## src/rtl/pcu_pkg.sv

```systemverilog
`timescale 1ns/1ps
package pcu_pkg;
  localparam int ILEN  = 32;
  localparam int OPC_W = 6;
  localparam int FN_W  = 6;
  localparam int OFF_W = 16;
  localparam int IDX_W = 26;
  localparam int REG_W = 5;

  localparam logic [OPC_W-1:0] OP_SPECIAL = 6'b000000;
  localparam logic [OPC_W-1:0] OP_JMP     = 6'b000010;
  localparam logic [OPC_W-1:0] OP_CALL    = 6'b000011;
  localparam logic [OPC_W-1:0] OP_BREQ    = 6'b000100;
  localparam logic [OPC_W-1:0] OP_BRNE    = 6'b000101;
  localparam logic [FN_W-1:0]  FN_JREG    = 6'b001000;
  localparam logic [REG_W-1:0] LINK_REG   = 5'd31;

  typedef enum logic [2:0] {
    FLOW_SEQ, FLOW_BEQ, FLOW_BNE, FLOW_JMP, FLOW_JAL, FLOW_JREG
  } flow_e;
endpackage

```

## src/rtl/pcu_rst_sync.sv

```systemverilog
`timescale 1ns/1ps
module pcu_rst_sync #(
  parameter int STAGES = 2
) (
  input  logic clk,
  input  logic rst_n,
  output logic rst_q
);
  logic [STAGES-1:0] chain_q;
  logic [STAGES-1:0] chain_d;

  always_comb begin
    chain_d = {chain_q[STAGES-2:0], 1'b1};
  end

  always_ff @(posedge clk or negedge rst_n) begin
    if (!rst_n) chain_q <= '0;
    else        chain_q <= chain_d;
  end

  assign rst_q = chain_q[STAGES-1];
endmodule

```

## src/rtl/pcu_decode.sv

```systemverilog
`timescale 1ns/1ps
module pcu_decode
  import pcu_pkg::*;
(
  input  logic [ILEN-1:0] instr,
  output flow_e           flow
);
  logic [OPC_W-1:0] opc;
  logic [FN_W-1:0]  fn;

  assign opc = instr[ILEN-1 -: OPC_W];
  assign fn  = instr[FN_W-1:0];

  always_comb begin
    flow = FLOW_SEQ;
    case (opc)
      OP_BREQ:    flow = FLOW_BEQ;
      OP_BRNE:    flow = FLOW_BNE;
      OP_JMP:     flow = FLOW_JMP;
      OP_CALL:    flow = FLOW_JAL;
      OP_SPECIAL: if (fn == FN_JREG) flow = FLOW_JREG;
      default:    flow = FLOW_SEQ;
    endcase
  end
endmodule

```

## src/rtl/pcu_targets.sv

```systemverilog
`timescale 1ns/1ps
module pcu_targets
  import pcu_pkg::*;
#(
  parameter int XLEN = 32
) (
  input  logic [XLEN-1:0] pc,
  input  logic [ILEN-1:0] instr,
  output logic [XLEN-1:0] seq_pc,
  output logic [XLEN-1:0] br_pc,
  output logic [XLEN-1:0] jmp_pc
);
  localparam int ALIGN    = 2;
  localparam int EXT_W    = XLEN - OFF_W - ALIGN;
  localparam int REGION_W = XLEN - IDX_W - ALIGN;

  logic [OFF_W-1:0] off;
  logic [IDX_W-1:0] idx;
  logic [XLEN-1:0]  disp;

  assign off = instr[OFF_W-1:0];
  assign idx = instr[IDX_W-1:0];

  always_comb begin
    seq_pc = pc + XLEN'(4);
    disp   = {{EXT_W{off[OFF_W-1]}}, off, {ALIGN{1'b0}}};
    br_pc  = seq_pc + disp;
    jmp_pc = {seq_pc[XLEN-1 -: REGION_W], idx, {ALIGN{1'b0}}};
  end
endmodule

```

## src/rtl/pcu_select.sv

```systemverilog
`timescale 1ns/1ps
module pcu_select
  import pcu_pkg::*;
#(
  parameter int XLEN = 32
) (
  input  flow_e           flow,
  input  logic [XLEN-1:0] cmp_a,
  input  logic [XLEN-1:0] cmp_b,
  input  logic [XLEN-1:0] seq_pc,
  input  logic [XLEN-1:0] br_pc,
  input  logic [XLEN-1:0] jmp_pc,
  input  logic [XLEN-1:0] ind_addr,
  output logic [XLEN-1:0] nxt_pc,
  output logic            link_req
);
  logic same;

  always_comb begin
    same     = (cmp_a == cmp_b);
    nxt_pc   = seq_pc;
    link_req = 1'b0;
    case (flow)
      FLOW_BEQ:  if (same)  nxt_pc = br_pc;
      FLOW_BNE:  if (!same) nxt_pc = br_pc;
      FLOW_JMP:  nxt_pc = jmp_pc;
      FLOW_JAL:  begin nxt_pc = jmp_pc; link_req = 1'b1; end
      FLOW_JREG: nxt_pc = ind_addr;
      default:   nxt_pc = seq_pc;
    endcase
  end
endmodule

```

## src/rtl/pc_steer.sv

```systemverilog
`timescale 1ns/1ps
module pc_steer
  import pcu_pkg::*;
#(
  parameter int              XLEN        = 32,
  parameter logic [XLEN-1:0] RESET_PC    = '0,
  parameter int              SYNC_STAGES = 2
) (
  input  logic            clk,
  input  logic            rst_n,
  input  logic            adv_en,
  input  logic [ILEN-1:0] instr,
  input  logic [XLEN-1:0] cmp_a,
  input  logic [XLEN-1:0] cmp_b,
  input  logic [XLEN-1:0] ind_addr,
  output logic [XLEN-1:0] pc,
  output logic [XLEN-1:0] link_val,
  output logic            link_we,
  output logic [REG_W-1:0] link_idx
);
  localparam int REGION_W = XLEN - IDX_W - 2;

  logic            rst_q;
  flow_e           flow;
  logic [XLEN-1:0] seq_pc, br_pc, jmp_pc, nxt_pc;
  logic [XLEN-1:0] pc_q, pc_d;
  logic            link_req;

  pcu_rst_sync #(.STAGES(SYNC_STAGES)) u_sync (
    .clk(clk), .rst_n(rst_n), .rst_q(rst_q)
  );

  pcu_decode u_dec (.instr(instr), .flow(flow));

  pcu_targets #(.XLEN(XLEN)) u_tgt (
    .pc(pc_q), .instr(instr), .seq_pc(seq_pc), .br_pc(br_pc), .jmp_pc(jmp_pc)
  );

  pcu_select #(.XLEN(XLEN)) u_sel (
    .flow(flow), .cmp_a(cmp_a), .cmp_b(cmp_b), .seq_pc(seq_pc),
    .br_pc(br_pc), .jmp_pc(jmp_pc), .ind_addr(ind_addr),
    .nxt_pc(nxt_pc), .link_req(link_req)
  );

  always_comb begin
    pc_d = pc_q;
    if (adv_en) pc_d = nxt_pc;
  end

  always_ff @(posedge clk or negedge rst_q) begin
    if (!rst_q) pc_q <= RESET_PC;
    else        pc_q <= pc_d;
  end

  assign pc       = pc_q;
  assign link_val = seq_pc;
  assign link_we  = link_req & adv_en & rst_q;
  assign link_idx = LINK_REG;

  assert_hold_R9: assert property (@(posedge clk) disable iff (!rst_q)
    !adv_en |=> $stable(pc));
  assert_nolink_R9: assert property (@(posedge clk) disable iff (!rst_q)
    !adv_en |-> !link_we);
  assert_step_R2: assert property (@(posedge clk) disable iff (!rst_q)
    (adv_en && flow == FLOW_SEQ) |=> pc == $past(seq_pc));
  assert_fall_R3: assert property (@(posedge clk) disable iff (!rst_q)
    (adv_en && flow == FLOW_BEQ && cmp_a != cmp_b) |=> pc == $past(pc) + XLEN'(4));
  assert_region_R8: assert property (@(posedge clk) disable iff (!rst_q)
    link_we |=> pc[XLEN-1 -: REGION_W] == $past(link_val[XLEN-1 -: REGION_W]));
  assert_linkval_R8: assert property (@(posedge clk) disable iff (!rst_q)
    link_we |-> link_val == pc + XLEN'(4));
endmodule

```

## config.mk

```make
export PLATFORM = sky130hd
export DESIGN_NAME = pc_steer
export DESIGN_NICKNAME = d
export VERILOG_FILES = /design/src/rtl/pcu_pkg.sv /design/src/rtl/pcu_rst_sync.sv /design/src/rtl/pcu_decode.sv /design/src/rtl/pcu_targets.sv /design/src/rtl/pcu_select.sv /design/src/rtl/pc_steer.sv
export SDC_FILE = /design/constraint.sdc
export NUM_CORES = 1
export LEC_CHECK = 0
export ABC_AREA = 1
export BUFFER_PORTS_ARGS = -buffer_cell sky130_fd_sc_hd__clkbuf_2
export CAP_MARGIN = 15
export CORE_MARGIN = 3
export CORE_UTILIZATION = 30
export CTS_CLUSTER_DIAMETER = 150
export CTS_CLUSTER_SIZE = 28
export DETAILED_ROUTE_END_ITERATION = 12
export PLACE_DENSITY_LB_ADDON = 0.3
export SYNTH_ARGS = -nofsm -noshare
export SYNTH_HDL_FRONTEND = slang
export SYNTH_SLANG_ARGS = --single-unit
```

## constraint.sdc

```tcl
create_clock -name clk -period 3 [get_ports clk]
set_clock_uncertainty 0.15 [all_clocks]
set_input_delay 0 -clock clk [delete_from_list [all_inputs] [get_ports clk]]
set_output_delay 0 -clock clk [all_outputs]
set_load 0.1 [all_outputs]
```

* Word level (Yosys, flattened, before mapping)
Index checks and enable logic that the tools add are counted.
Word-level totals: input port bits 131, flip-flop bits (word level) 34, word-level logic and storage cells 25, output and inout port bits 70
Operators by class: mux-type cells 6, bitwise gates (word level) 2, eq/ne operators 11, reductions and logical operators 2, add/subtract/negate cells 2
Operator list (number):
- $pmux W32 S4 | 1
- $mux W32 | 2
- $add A32 B3 Y32 const B | 1
- $add A32 B32 Y32 | 1
- $eq A32 B32 Y1 | 1
- $pmux W3 S5 | 1
- $eq A6 B2 Y1 const B | 2
- $eq A6 B3 Y1 const B | 2
- $eq A3 B2 Y1 const B | 2
- $eq A3 B3 Y1 const B | 2
- $eq A6 B4 Y1 const B | 1
- $logic_not A6 Y1 | 1
- $eq A3 B1 Y1 const B | 1
- $mux W3 | 1
- $and A1 B1 Y1 | 2
- $reduce_or A2 Y1 | 1
- $mux W1 | 1

* Logic depth before layout (Yosys ltp)
depth after elaboration 7, depth in mapped cells 22, gate-level depth less buffers 22

* By module
Synthesis repeated with hierarchy kept, for this count alone.
Second synthesis, totals: cells, all modules 1114, area total of the unflattened synthesis 6264.8 um^2
By module, submodules not included:
- pcu_targets | instances 1, seq. area each 0.0 um^2, cells an instance 562, area each 3027.9 um^2
- pcu_select | instances 1, seq. area each 0.0 um^2, cells an instance 376, area each 1775.5 um^2
- pc_steer | instances 1, seq. area each 800.8 um^2, cells an instance 145, area each 1287.5 um^2
- pcu_decode | instances 1, seq. area each 0.0 um^2, cells an instance 28, area each 120.1 um^2
- pcu_rst_sync | instances 1, seq. area each 50.0 um^2, cells an instance 3, area each 53.8 um^2

* Worst setup path before layout
OpenSTA, ideal clock, no wires.
path type flip-flop to flip-flop, start register pc_q[10], in the netlist pc[10], end register pc_q[18], in the netlist pc[18], library setup time 0.121 ns, buffers on the path 0, period minus slack after synthesis 5.202 ns, stages on the path, launching flop included 20, data required time 2.729 ns, slack -2.202 ns, arrival time 4.931 ns, path through dfrtp_1 nand2_1 nor2_4 inv_2 nor2_4 nand4_2 xnor2_1 ha_1 nand2_1 inv_1 nand2_1 nand2_1 o21bai_1 inv_1 nand2_1 or2_2 nand3_1 nand2_1 nor2_1 nor2_1
Between the ends: cells in the longest elaborated chain, start to end 4, elaborated cells on any way between the ends 5, classes of those cells add/sub: 2; mux: 3
Ends and longest elaborated chain:
- from (decl) | RTL line pc_steer.sv:26 | logic [XLEN-1:0] pc_q, pc_d;
- from (signal assigned) | RTL line pc_steer.sv:52 | else pc_q <= pc_d;
- $add A32 B3 Y32 (*) | RTL line pcu_targets.sv:25 | seq_pc = pc + XLEN'(4);
- net link_val[17] | RTL line pc_steer.sv:17 | output logic [XLEN-1:0] link_val,
- $add A32 B32 Y32 (*) | RTL line pcu_targets.sv:27 | br_pc = seq_pc + disp;
- $mux W32 (on tied branches) | RTL line pcu_select.sv:25, pcu_select.sv:24
- $pmux W32 S4 (*) | RTL line pcu_select.sv:23 | case (flow)
Mark *: on every way through the listed nets, which the timed path passes. The rest lies on a longest branch. A chain may end at the register's enable or synchronous reset.

* Final worst setup path
start register pc_q[3], in the netlist pc[3], end register pc_q[21], in the netlist pc[21]
Between the ends: cells in the longest elaborated chain, start to end 4, elaborated cells on any way between the ends 5, classes of those cells add/sub: 2; mux: 3
Ends and longest elaborated chain (RTL line):
- $add A32 B3 Y32 (*) | pcu_targets.sv:25
- $add A32 B32 Y32 | pcu_targets.sv:27
- $mux W32 (on tied branches) | pcu_select.sv:25, pcu_select.sv:24
- $pmux W32 S4 (*) | pcu_select.sv:23
Every way passes the cells marked *; elsewhere a longest branch is shown, timed or not.

==> results.sh <==
export IMPL_status="complete, but fails checks"
export IMPL_violations="hold timing, setup timing"
export IMPL_route_detailed_drc=0
export IMPL_cts_tree="built"
export IMPL_fp_dieW_um=147
export IMPL_synth_top_area_share_pct=26.9
export IMPL_post_place_ws_ns=-0.499
export IMPL_synth_top_area_cell="nand2_1"
export IMPL_end_kind="flip-flop"
export IMPL_layout_drive_gt1_share_pct=47.0
export IMPL_drv_slew=0
export IMPL_dp_hpwl_um=22100
export IMPL_hp_class="input pin to flip-flop"
export IMPL_viasPerCell=4.70
export IMPL_rsz0062_at_grt="yes"
export IMPL_clockBufferDepth=2
export IMPL_wl_um=27600
export IMPL_rows=50
export IMPL_areaGrowthSynthToFinish_pct=80.1
export IMPL_grt_first_pass_wirelength_um=41900
export IMPL_htree_levels=2
export IMPL_fin_hold_ws_ns=-0.0195
export IMPL_worst_pin_slew_ns=0.665
export IMPL_critical_path_class="flip-flop to flip-flop"
export IMPL_post_place_cells=1698
export IMPL_dr_pass1_iters=5
export IMPL_io_pins=201
export IMPL_grt_use_total_pct=24.4
export IMPL_coreArea_sq_mm=0.0191
export IMPL_cts_buffers=5
export IMPL_fillers=1777
export IMPL_antenna_found_initial=0
export IMPL_port_buffers=195
export IMPL_setup_viol=17
export IMPL_synth_distinct_cells=42
export IMPL_path_clk_slew_ns=0.06
export IMPL_synth_edf_count=0
export IMPL_die_height_um=147
export IMPL_cp_required_ns=3.02
export IMPL_antenna_cells=0
export IMPL_initial_utilization_pct=31.1
export IMPL_finalNetCount=1680
export IMPL_synth_area_sq_mm=0.00593
export IMPL_routabilityCongestion=0.919
export IMPL_setup_tns_ns=-3.37
export IMPL_drv_cap=0
export IMPL_grt_overflow_total=0
export IMPL_layout_setup_ws_ns=-0.329
export IMPL_power_mw=8.77
export IMPL_fmax_mhz=300
export IMPL_relSlewSlack_pct=55.7
export IMPL_clock_sinks=34
export IMPL_ys_top_cells_by_count="426 x nand2_1, 172 x inv_1, 143 x nor2_1"
export IMPL_arrival_ns=3.35
export IMPL_cts_root_buf="clkbuf_16"
export IMPL_dieArea_sq_mm=0.0215
export IMPL_async_flop_share_pct=100
export IMPL_grt_max_degree=37
export IMPL_fin_crit_ns=3.33
export IMPL_fin_crit_sh_pct=111
export IMPL_power_leakage_nw=5.69
export IMPL_yosysMostFrequentCell="nand2_1"
export IMPL_fin_cells=1774
export IMPL_drtIter0Drc=397
export IMPL_synth_main_ff_cell="dfrtp_1"
export IMPL_yosys_top_cells_area="nand2_1 27%, dfrtp_1 14%, inv_1 11%"
export IMPL_syn_inst=1091
export IMPL_yosysSeqAreaShare_pct=14.3
export IMPL_synth_warnings=0
export IMPL_num_vias=8343
export IMPL_crit_fanout=4
export IMPL_ir_drop_uv=795
export IMPL_startpoint_type="flip-flop"
export IMPL_synth_seq_cells=34
export IMPL_grt_pass1_vias=8146
export IMPL_ant_nets=0
export IMPL_wire_per_inst_um=15.6
export IMPL_synth_area_per_cell_sq_um=5.44
export IMPL_hold_viol=2
export IMPL_clk_latency_ns=0.29
export IMPL_power_density_mw_per_mm2=821
-- layout make-up --
type / instances / area (sq um) / share of cell area (%)
clock buffers: 7 / 143 / 1.33
multi-input cells: 863 / 5680 / 53.1
inverters: 176 / 681 / 6.37
repair buffers: 433 / 2930 / 27.4
clock inverters: 1 / 5.00 / 0.0468
well taps: 260 / 325 / 3.04
flip-flops and latches: 34 / 928 / 8.69
-- timing repair --
item	CTS	global route
pin swaps	69	64
setup buffers	30	7
hold endpoints to repair	27	0
hold buffers	35	0
resized for setup	130	113
setup endpoints to repair	23	25
-- layer usage --
metal / routed length, um / global-route usage [%]
met1: 11400 / 30.5
met2: 13100 / 41.4
met3: 1930 / 4.53
met4: 1240 / 9.92
met5: 0 / 0
-- report_power, final --
| part | switching (mW) | total, mW | internal (mW) |
|---|---|---|---|
| logic | 4.79 | 7.45 | 2.66 |
| clock network | 0.218 | 0.548 | 0.330 |
| registers | 0.146 | 0.775 | 0.629 |
| total | 5.15 | 8.77 | 3.62 |
-- worst paths after layout --
check / startpoint / end / slack (ns) / cells after the start
setup / recovery: pc[3] / pc[21] / -0.33 / 21
hold / removal: ind_addr[24] / pc[24] / -0.02 / 5
setup reg to reg: pc[3] / pc[21] / -0.33 / 21
hold reg to reg: u_sync.chain_q[1] / pc[4] / 0.17 / 1
max in group asynchronous: u_sync.chain_q[1] / pc[15] / 2.15 / 1
min in group asynchronous: u_sync.chain_q[1] / pc[4] / 0.17 / 1
-- metrics by stage --
step / util, % / area [sq um]
floorplan: - / 6600
finish: 56.0 / 10700
global route: 56.0 / 10700
detailed placement: 47.1 / 8990
global placement: 47.1 / 8990
CTS: 53.7 / 10200
-- layout by cell type (no fill, tap or decap), drive strengths merged, types with 2 or more instances in the layout --
cell type    Yosys  layout
clkinvlp         0       5
dlygate4sd3      0      35
or2             12      12
nor2           152     152
xnor2           24      24
a21oi           24      24
o21a             2       2
nand3b           4       4
dfrtp           34      34
o21bai           3       3
clkinv           1       2
nand4           14      14
ha              35      35
o21ai            6       6
a22o             2       2
nand2          434     434
nor4             2       2
nand3           78      78
nor3            18      18
clkbuf           6     202
conb             1       6
a22oi           21      21
inv            175     170
buf             16     203
xor2            17      17
and2             5       5
-- flip-flops by register name, indices dropped and copies added, names as in the netlist --
| name | count |
|---|---|
| pc | 32 |
| u_sync.chain_q | 2 |
-- logic make-up after synthesis --
family | share of synthesized area (%)
other | 0.0632
adder cells (fa/ha/maj) | 7.72
flip-flops | 14.3
AO/OA/AOI/OAI | 6.35
buffers and inverters | 14.2
AND/OR/NAND/NOR | 51.1
XOR/XNOR | 6.18
-- worst max-delay path, stage by stage, from the launching register on --
cell,delay [ns]
dfrtp_4,0.43
ha_4,0.14
inv_2,0.04
nor2_4,0.17
nand4_1,0.20
nor2_2,0.20
nand2_2,0.08
xor2_2,0.20
clkinvlp_4,0.16
ha_4,0.31
nand2_4,0.06
nor2_4,0.09
inv_2,0.05
buf_6,0.12
nor2_4,0.09
nand4_1,0.20
nand3_1,0.13
nand2_1,0.05
nand3_1,0.09
nand2_1,0.06
nor2_2,0.12
nor2_1,0.06
Note: power is estimated with default switching activity, not from simulation.
